File: config.mk
export PLATFORM = sky130hd
export DESIGN_NAME = cpu_bridge
export DESIGN_NICKNAME = d
export VERILOG_FILES = /design/src/rtl/bridge_pkg.sv /design/src/rtl/bridge_clkgen.sv /design/src/rtl/bridge_access.sv /design/src/rtl/bridge_cmd.sv /design/src/rtl/cpu_bridge.sv
export SDC_FILE = /design/constraint.sdc
export NUM_CORES = 1
export LEC_CHECK = 0
export BUFFER_PORTS_ARGS = -buffer_cell sky130_fd_sc_hd__buf_2
export CORE_ASPECT_RATIO = 1.25
export CORE_UTILIZATION = 51
export CTS_BUF_LIST = sky130_fd_sc_hd__clkbuf_4 sky130_fd_sc_hd__clkbuf_8 sky130_fd_sc_hd__clkbuf_16
export DETAILED_ROUTE_END_ITERATION = 8
export GPL_TIMING_DRIVEN = 0
export PLACE_DENSITY = 0.8
export SLEW_MARGIN = 10
export SYNTH_ARGS = -nofsm -noshare
export SYNTH_HDL_FRONTEND = slang
export SYNTH_SLANG_ARGS = --single-unit
File: constraint.sdc
create_clock -name clk -period 2.24 [get_ports clk]
set_clock_uncertainty 0.1 [all_clocks]
set_input_delay 0.672 -clock clk [delete_from_list [all_inputs] [get_ports clk]]
set_output_delay 0.672 -clock clk [all_outputs]
set_load 0.005 [all_outputs]
File: src/rtl/bridge_pkg.sv
package bridge_pkg;

  typedef enum logic [2:0] {
    PH_LO0 = 3'd0,
    PH_LO1 = 3'd1,
    PH_HI0 = 3'd2,
    PH_HI1 = 3'd3,
    PH_HI2 = 3'd4
  } phase_t;

  function automatic logic phase_is_high(input phase_t p);
    return (p == PH_HI0) || (p == PH_HI1) || (p == PH_HI2);
  endfunction

  function automatic phase_t phase_step(input phase_t p, input logic hold);
    case (p)
      PH_LO0:  return hold ? PH_LO0 : PH_LO1;
      PH_LO1:  return PH_HI0;
      PH_HI0:  return PH_HI1;
      PH_HI1:  return PH_HI2;
      default: return PH_LO0;
    endcase
  endfunction

endpackage

File: src/rtl/bridge_clkgen.sv
module bridge_clkgen
  import bridge_pkg::*;
#(
  parameter int SLOW_DIV   = 40,
  parameter int BOOT_TICKS = 4096
) (
  input  logic   clk,
  input  logic   rst_n,
  input  logic   hold,
  output phase_t phase,
  output logic   running,
  output logic   cpu_clk,
  output logic   cpu_rst_n
);
  localparam int DIV_W  = (SLOW_DIV > 1) ? $clog2(SLOW_DIV) : 1;
  localparam int TICK_W = (BOOT_TICKS > 1) ? $clog2(BOOT_TICKS) : 1;
  localparam logic [DIV_W-1:0]  DIV_LAST  = DIV_W'(SLOW_DIV - 1);
  localparam logic [DIV_W-1:0]  DIV_HALF  = DIV_W'(SLOW_DIV / 2);
  localparam logic [TICK_W-1:0] TICK_LAST = TICK_W'(BOOT_TICKS - 1);

  logic [DIV_W-1:0]  div_q;
  logic [TICK_W-1:0] tick_q;
  phase_t            ph_nx;

  always_comb ph_nx = phase_step(phase, hold);

  always_ff @(posedge clk or negedge rst_n) begin
    if (!rst_n) begin
      div_q     <= '0;
      tick_q    <= '0;
      phase     <= PH_LO0;
      running   <= 1'b0;
      cpu_clk   <= 1'b0;
      cpu_rst_n <= 1'b0;
    end else if (!running) begin
      // boot: slow clock, processor held in reset
      if (div_q == DIV_LAST) begin
        div_q   <= '0;
        cpu_clk <= 1'b0;
        if (tick_q == TICK_LAST) begin
          running   <= 1'b1;
          cpu_rst_n <= 1'b1;
          phase     <= PH_LO0;
        end else begin
          tick_q <= tick_q + TICK_W'(1);
        end
      end else begin
        div_q   <= div_q + DIV_W'(1);
        cpu_clk <= (div_q + DIV_W'(1)) >= DIV_HALF;
      end
    end else begin
      phase   <= ph_nx;
      cpu_clk <= phase_is_high(ph_nx);
    end
  end

endmodule

File: src/rtl/bridge_access.sv
module bridge_access
  import bridge_pkg::*;
#(
  parameter int             CPU_AW   = 16,
  parameter int             DW       = 8,
  parameter int             SRAM_AW  = 20,
  parameter logic [7:0]     CMD_PAGE = 8'h02
) (
  input  logic               clk,
  input  logic               rst_n,
  input  logic               running,
  input  phase_t             phase,
  input  logic [CPU_AW-1:0]  cpu_addr,
  input  logic               cpu_rw,
  input  logic [DW-1:0]      cpu_din,
  input  logic [DW-1:0]      sram_rdata,
  input  logic [DW-1:0]      cmd_reply,
  output logic [SRAM_AW-1:0] sram_addr,
  output logic [DW-1:0]      sram_wdata,
  output logic               sram_we,
  output logic               sram_re,
  output logic [DW-1:0]      cpu_dout,
  output logic               cpu_oe,
  output logic               cmd_start,
  output logic [7:0]         cmd_code_in,
  output logic [DW-1:0]      cmd_arg_in
);
  localparam int PAD    = SRAM_AW - CPU_AW;
  localparam int PAGE_W = CPU_AW - 8;

  logic [CPU_AW-1:0] cap_addr;
  logic [DW-1:0]     cap_data;
  logic              cap_rw;
  logic              cap_win;
  logic [DW-1:0]     rd_q;
  logic              hi0;

  always_ff @(posedge clk or negedge rst_n) begin
    if (!rst_n) begin
      cap_addr <= '0;
      cap_data <= '0;
      cap_rw   <= 1'b1;
      cap_win  <= 1'b0;
      rd_q     <= '0;
    end else if (running) begin
      if (phase == PH_LO1) begin
        cap_addr <= cpu_addr;
        cap_data <= cpu_din;
        cap_rw   <= cpu_rw;
        cap_win  <= cpu_addr[CPU_AW-1:8] == PAGE_W'(CMD_PAGE);
      end
      if (phase == PH_HI0 && cap_rw)
        rd_q <= cap_win ? cmd_reply : sram_rdata;
    end
  end

  always_comb begin
    hi0         = running && (phase == PH_HI0);
    sram_addr   = {{PAD{1'b0}}, cap_addr};
    sram_wdata  = cap_data;
    sram_we     = hi0 && !cap_rw && !cap_win;
    sram_re     = hi0 &&  cap_rw && !cap_win;
    cmd_start   = hi0 && !cap_rw &&  cap_win;
    cmd_code_in = cap_addr[7:0];
    cmd_arg_in  = cap_data;
    cpu_oe      = running && cap_rw && (phase == PH_HI1 || phase == PH_HI2);
    cpu_dout    = rd_q;
  end

endmodule

File: src/rtl/bridge_cmd.sv
module bridge_cmd #(
  parameter int DW = 8
) (
  input  logic          clk,
  input  logic          rst_n,
  input  logic          start,
  input  logic [7:0]    code_in,
  input  logic [DW-1:0] arg_in,
  input  logic          cmd_ready,
  output logic          cmd_valid,
  output logic [7:0]    cmd_code,
  output logic [DW-1:0] cmd_arg
);
  always_ff @(posedge clk or negedge rst_n) begin
    if (!rst_n) begin
      cmd_valid <= 1'b0;
      cmd_code  <= '0;
      cmd_arg   <= '0;
    end else if (start) begin
      cmd_valid <= 1'b1;
      cmd_code  <= code_in;
      cmd_arg   <= arg_in;
    end else if (cmd_valid && cmd_ready) begin
      cmd_valid <= 1'b0;
    end
  end
endmodule

File: src/rtl/cpu_bridge.sv
module cpu_bridge
  import bridge_pkg::*;
#(
  parameter int         CPU_AW     = 16,
  parameter int         DW         = 8,
  parameter int         SRAM_AW    = 20,
  parameter logic [7:0] CMD_PAGE   = 8'h02,
  parameter int         SLOW_DIV   = 40,
  parameter int         BOOT_TICKS = 4096
) (
  input  logic               clk,
  input  logic               rst_n,
  output logic               cpu_clk,
  output logic               cpu_rst_n,
  input  logic [CPU_AW-1:0]  cpu_addr,
  input  logic               cpu_rw,
  input  logic [DW-1:0]      cpu_din,
  output logic [DW-1:0]      cpu_dout,
  output logic               cpu_oe,
  input  logic               mem_ready,
  output logic [SRAM_AW-1:0] sram_addr,
  output logic [DW-1:0]      sram_wdata,
  output logic               sram_we,
  output logic               sram_re,
  input  logic [DW-1:0]      sram_rdata,
  output logic               cmd_valid,
  input  logic               cmd_ready,
  output logic [7:0]         cmd_code,
  output logic [DW-1:0]      cmd_arg,
  input  logic [DW-1:0]      cmd_reply
);
  phase_t        phase;
  logic          running;
  logic          hold;
  logic          cmd_start;
  logic [7:0]    code_in;
  logic [DW-1:0] arg_in;

  assign hold = cmd_valid || !mem_ready;

  bridge_clkgen #(
    .SLOW_DIV  (SLOW_DIV),
    .BOOT_TICKS(BOOT_TICKS)
  ) u_clkgen (
    .clk      (clk),
    .rst_n    (rst_n),
    .hold     (hold),
    .phase    (phase),
    .running  (running),
    .cpu_clk  (cpu_clk),
    .cpu_rst_n(cpu_rst_n)
  );

  bridge_access #(
    .CPU_AW  (CPU_AW),
    .DW      (DW),
    .SRAM_AW (SRAM_AW),
    .CMD_PAGE(CMD_PAGE)
  ) u_access (
    .clk        (clk),
    .rst_n      (rst_n),
    .running    (running),
    .phase      (phase),
    .cpu_addr   (cpu_addr),
    .cpu_rw     (cpu_rw),
    .cpu_din    (cpu_din),
    .sram_rdata (sram_rdata),
    .cmd_reply  (cmd_reply),
    .sram_addr  (sram_addr),
    .sram_wdata (sram_wdata),
    .sram_we    (sram_we),
    .sram_re    (sram_re),
    .cpu_dout   (cpu_dout),
    .cpu_oe     (cpu_oe),
    .cmd_start  (cmd_start),
    .cmd_code_in(code_in),
    .cmd_arg_in (arg_in)
  );

  bridge_cmd #(
    .DW(DW)
  ) u_cmd (
    .clk      (clk),
    .rst_n    (rst_n),
    .start    (cmd_start),
    .code_in  (code_in),
    .arg_in   (arg_in),
    .cmd_ready(cmd_ready),
    .cmd_valid(cmd_valid),
    .cmd_code (cmd_code),
    .cmd_arg  (cmd_arg)
  );

endmodule

==> results.yml, run 1 <==
outcome:
  outcome: "finished clean"
yosys:
  synth_top_family_by_area: "multiplexers"
  synth-edff-count: 0
  synthSimpleGateAreaFrac_pct: 10.7
  ys_seq_area_share_pct: 57.0
  synth_area_mm2: 0.00329
  synthCells: 259
  synth_warnings: 0
  synth_ff_type: "dfrtp_1"
  synthDistinctLibCells: 41
  synthAdderAreaFrac_pct: 1.14
  synth-seq-cells: 75
  post_synth_xor_area_fraction_pct: 2.92
  avgSynthCellArea_um2: 12.7
  async_reset_ff_share_pct: 100
  synth_mux_area_share_pct: 19.4
  synth_compound_area_share_pct: 5.05
cells_and_area:
  multiInputGateArea_mm2: 0.00132
  final_cells: 461
  n_fill_cell: 447
  final_cell_mix: "buf_2 (102), dfrtp_1 (72), mux2_2 (36)"
  num-nets-final: 420
  post-route-cell-area_mm2: 0.00417
  regArea_mm2: 0.00188
  final_common_cell: "buf_2"
  drive_gt1_share_pct: 48.4
  diodes: 0
  syn2layout_area_growth_pct: 26.7
cts:
  path_clk_slew_ns: 0.08
  cts_num_sinks: 75
  clk_latency_ns: 0.35
  root_buffer: "clkbuf_8"
  cts_buffer_depth: 2
  cts_buffers: 9
  hold_buffers: 0
  htreeDepth: 3
  cts_tree: "built"
placement:
  port_buffers: 98
  placed_area_mm2: 0.00393
  place_congestion: 0.792
  dp_cells: 446
  hpwl_mm: 4.66
worst_setup_path:
  critPathRequiredTime_ns: 1.47
  cpMaxStageDelayCell: "dfrtp_2"
  rr_startpoint: "u_clkgen.phase[2]$_DFFE_PN0P_"
  path_max_fanout: 5
  max_stage_delay_ns: 0.44
  path_class: "flop to output pin"
  critical_path.startpoint_type: "flop"
  crit_family: "flip-flops"
  crit_arrival_ns: 1.46
  path_cells: "nor3b_2, buf_4, nand2_1, nor3_1, buf_2"
  path_buf_inv: 2
  worst_setup_path_end_kind: "output pin"
  crit_start: "u_clkgen.phase[2]$_DFFE_PN0P_"
  worst-r2r-setup-slack_ns: 0.18
power:
  p_per_area_mw_per_mm2: 614
  ir_drop_uv: 486
  p_clk_share_pct: 43.9
  p_comb_share_pct: 3.3
  seqPwrFrac_pct: 52.8
  switchingPower_mw: 0.522
  power.leakage_nw: 2.27
  p_int_mw: 2.04
  switching_share_pct: 20.4
routing:
  via_per_inst: 5.03
  vias: 2319
  routed_wl_mm: 6.42
  first_pass_iters: 4
  wire_per_inst_um: 13.9
  first_iter_violations: 116
  drc: 0
  ant_nets: 0
global_routing:
  overflow: 0
  antenna_found_initial: 0
  grt_usage_pct: 20.8
  grt_first_pass_wirelength_mm: 10.5
  grt_max_degree: 56
  grt_pass1_vias: 2234
timing:
  slew_viol_final: 0
  rsz0062_at_grt: "true"
  timing.final.crit_period_ns: 2.23
  setup_viol: 0
  min_period_over_period_pct: 99.7
  slew_headroom_pct: 62.1
  tns_ns: 0
  worstMarginPinSlew_ns: 0.566
  holdWs_ns: 0.0994
  hold_viol: 0
  max_freq_mhz: 448
die:
  coreArea_mm2: 0.00621
  die_y_um: 91.9
  fp.dieW_um: 73.9
  pin_count: 103
  std_cell_rows: 32
  start_util_pct: 53.1
  die_area_mm2: 0.00679
min_path:
  min_path_type: "input pin to async pin"
flow_run:
  drv_cap: 0
[worst paths after layout]
check                                                    to  depth (start not counted)
setup / recovery                                    sram_we                          5
hold / removal                 u_cmd.cmd_arg[5]$_DFFE_PN0P_                          1
setup reg to reg           u_access.cap_addr[3]$_DFFE_PN0P_                          5
hold reg to reg              u_clkgen.tick_q[6]$_DFFE_PN0P_                          1
max in group asynchronous       u_access.cap_rw$_DFFE_PN1P_                          2
min in group clk             u_clkgen.tick_q[6]$_DFFE_PN0P_                          1
[power groups by stage]
stage,logic (mW),clock network [mW],registers (mW)
6_report,0.0836,1.13,1.35
5_1_grt,0.0950,1.21,1.35
4_1_cts,0.0858,1.15,1.35
3_5_place_dp,0.0852,0,1.38
3_3_place_gp,0.0765,0,1.38
2_1_floorplan,0.0127,0,1.38
[Yosys cell counts, types with 5 or more instances]
| master | count | area share [%] |
|---|---|---|
| nor3_1 | 5 | 0.76 |
| nand2_1 | 11 | 1.3 |
| inv_1 | 8 | 0.91 |
| nor2_1 | 12 | 1.4 |
| mux2i_1 | 10 | 3.0 |
| nand3_1 | 8 | 1.2 |
| a21oi_1 | 11 | 1.7 |
| o21ai_0 | 7 | 1.1 |
| xor2_1 | 7 | 1.9 |
| buf_2 | 5 | 0.76 |
| mux2_2 | 36 | 12 |
| mux2_4 | 9 | 4.1 |
| dfrtp_1 | 74 | 56 |
[final cells by class]
class / instances / share of cell area (%)
well taps: 85 / 2.55
multi-input cells: 165 / 31.7
plain buffers: 12 / 1.98
inverters: 8 / 0.720
clock inverters: 5 / 1.86
clock buffers: 10 / 3.30
repair buffers: 101 / 12.8
flip-flops and latches: 75 / 45.1
[flip-flops by register name, indices dropped and copies added (netlist names)]
signal / cells
u_access.cap_rw: 1
u_clkgen.phase: 3
u_access.cpu_dout: 8
u_clkgen.cpu_rst_n: 1
u_clkgen.tick_q: 12
u_clkgen.cpu_clk: 1
u_cmd.cmd_code: 8
u_cmd.cmd_arg: 8
u_access.cap_win: 1
u_cmd.cmd_valid: 1
u_clkgen.div_q: 6
u_access.cmd_arg_in: 8
u_access.cap_addr: 16
u_clkgen.running: 1
[logic make-up (layout without fill, tap and decap cells)]
kind of cell | Yosys count | in the layout
xor+xnor | 11 | 11
mux | 55 | 55
fa+ha+maj | 3 | 3
other cells | 1 | 4
flops | 75 | 75
compound gates | 28 | 28
buf+inv | 22 | 136
simple gates | 64 | 64
[repair_timing]
action / in CTS / in global routing
endpoints found under the setup margin: 2 / 4
setup buffers: 2 / 0
resized for setup: 3 / 4
pin swaps: 2 / 0
[routing by layer]
metal / share of wire (%) / global-route usage (%) / vias up
li1: - / - / 1140
met1: 43 / 27.1 / 1096
met2: 50 / 32.4 / 71
met3: 4.8 / 4.95 / 12
met4: 2.0 / 10.1 / 0
met5: 0 / 0 / -
[per-stage QoR]
stage               setup slack [ns]  util (%)  power, mW
floorplan                      0.268         -       1.39
global placement             -0.0214      62.9       1.46
detailed placement            0.0479      63.4       1.46
CTS                         -0.00999      67.1       2.59
global route                  -0.104      67.2       2.66
finish                       0.00731      67.2       2.56
(Power assumes the default switching activity.)
==> inputs of run 2 (changes only) <==
- CELL_PAD_IN_SITES_DETAIL_PLACEMENT: not set -> 1
- CELL_PAD_IN_SITES_GLOBAL_PLACEMENT: not set -> 1
- CORE_UTILIZATION: 51 -> 40
- PLACE_DENSITY: 0.8 -> not set
- PLACE_DENSITY_LB_ADDON: not set -> 0.1
==> results.yml, run 2 (synthesized netlist as in run 1, its figures left out) <==
outcome:
  outcome: "finished clean"
timing:
  slew_headroom_pct: 61.1
  slew_viol_final: 0
  setup_viol: 0
  min_period_over_period_pct: 98.4
  worstMarginPinSlew_ns: 0.580
  holdWs_ns: 0.134
  hold_viol: 0
  timing.final.crit_period_ns: 2.21
  rsz0062_at_grt: "true"
  max_freq_mhz: 454
  tns_ns: 0
die:
  std_cell_rows: 36
  die_y_um: 103
  fp.dieW_um: 83.2
  start_util_pct: 41.8
  die_area_mm2: 0.00861
  coreArea_mm2: 0.00788
  pin_count: 103
cells_and_area:
  final_cell_mix: "buf_2 (100), dfrtp_1 (72), mux2_2 (36)"
  drive_gt1_share_pct: 49.7
  syn2layout_area_growth_pct: 28.7
  post-route-cell-area_mm2: 0.00424
  diodes: 0
  reg_top3: "u_access.cap_addr: 16 flops, u_clkgen.tick_q: 12 flops"
  top_register: "u_access.cap_addr"
  final_util_pct: 53.8
  num-nets-final: 423
  largest_reg_flops: 16
  final_common_cell: "buf_2"
cts:
  cts_buffer_depth: 2
  htreeDepth: 3
  hold_buffers: 0
  clk_latency_ns: 0.34
  path_clk_slew_ns: 0.08
  root_buffer: "clkbuf_8"
  cts_buffers: 9
  cts_tree: "built"
  cts_num_sinks: 75
power:
  power.leakage_nw: 2.28
  ir_drop_uv: 287
  p_per_area_mw_per_mm2: 606
global_routing:
  grt_usage_pct: 18.8
  grt_pass1_vias: 2447
  antenna_found_initial: 0
  grt_max_degree: 50
  grt_first_pass_wirelength_mm: 12.6
  overflow: 0
routing:
  drc: 0
  vias: 2389
  via_per_inst: 5.03
  wire_per_inst_um: 16.0
  routed_wl_mm: 7.59
  first_iter_violations: 72
  ant_nets: 0
  first_pass_iters: 4
worst_setup_path:
  worst-r2r-setup-slack_ns: 0.16
  ff2ff_path_depth: 6
  r2r-end: "u_access.cap_addr[2]$_DFFE_PN0P_"
  critPathRequiredTime_ns: 1.47
  path_class: "flop to output pin"
  worst_setup_path_end_kind: "output pin"
  crit_arrival_ns: 1.43
  path_max_fanout: 3
  rr_startpoint: "u_clkgen.phase[2]$_DFFE_PN0P_"
  critical_path.startpoint_type: "flop"
placement:
  place_congestion: 0.777
  placed_area_mm2: 0.00395
  port_buffers: 98
  hpwl_mm: 5.48
min_path:
  min_path_type: "input pin to async pin"
flow_run:
  drv_cap: 0
==> run 2: per-layer routing <==
metal | GRT usage, % | share of wire, % | vias to the layer above
li1 | - | - | 1134
met5 | 0 | 0 | -
met4 | 7.69 | 1.8 | 0
met1 | 25.1 | 45 | 1182
met2 | 30.5 | 50 | 61
met3 | 3.65 | 3.7 | 12
==> run 2: worst max-delay path by stage <==
stage	startpoint	to	slack, ns
floorplan	u_clkgen.tick_q[0]$_DFFE_PN0P_	u_clkgen.tick_q[1]$_DFFE_PN0P_	0.27
global placement	rst_n	u_clkgen.tick_q[11]$_DFFE_PN0P_	-0.13
detailed placement	u_clkgen.tick_q[0]$_DFFE_PN0P_	u_clkgen.tick_q[1]$_DFFE_PN0P_	-0.02
CTS	u_clkgen.phase[0]$_DFFE_PN0P_	cpu_oe	0.004
global route	u_clkgen.phase[2]$_DFFE_PN0P_	sram_re	-0.03
finish	u_clkgen.phase[2]$_DFFE_PN0P_	sram_re	0.03
==> run 2: area by class of cell <==
class | instances | area (µm²)
plain buffers | 12 | 87.6
clock buffers | 9 | 124
clock inverters | 7 | 92.6
fillers | 875 | 3640
inverters | 8 | 30.0
multi-input cells | 165 | 1340
flip-flops and latches | 75 | 1880
well taps | 95 | 119
repair buffers | 104 | 562
==> run 2: critical path: stages (launching register included) <==
cell and delay, ns:
dfrtp_1 0.42, nor3b_4 0.23, and3_4 0.21, and2_1 0.11, buf_2 0.11
==> run 2: metrics by stage <==
stage / power [mW] / std cells / setup WS, ns
after floorplan: 1.39 / 262 / 0.268
after global placement: 1.46 / 455 / -0.132
after detailed placement: 1.47 / 456 / -0.0191
after CTS: 2.61 / 475 / 0.00417
after global routing: 2.67 / 475 / -0.0268
final: 2.57 / 475 / 0.0350
==> run 2: report_power, final <==
group	internal (mW)	leakage [nW]	total (mW)	switching, mW
Combinational	0.0406	1.20	0.0841	0.0435
Clock	0.623	0.101	1.13	0.509
Sequential	1.35	0.980	1.35	0.0000000000000000371
Total	2.02	2.28	2.57	0.552
==> run 2: repair_timing <==
action                                  in CTS  in global routing
setup buffers                                6                  0
endpoints found under the setup margin       4                 11
pin swaps                                    3                  3
gates resized for setup                      7                  9
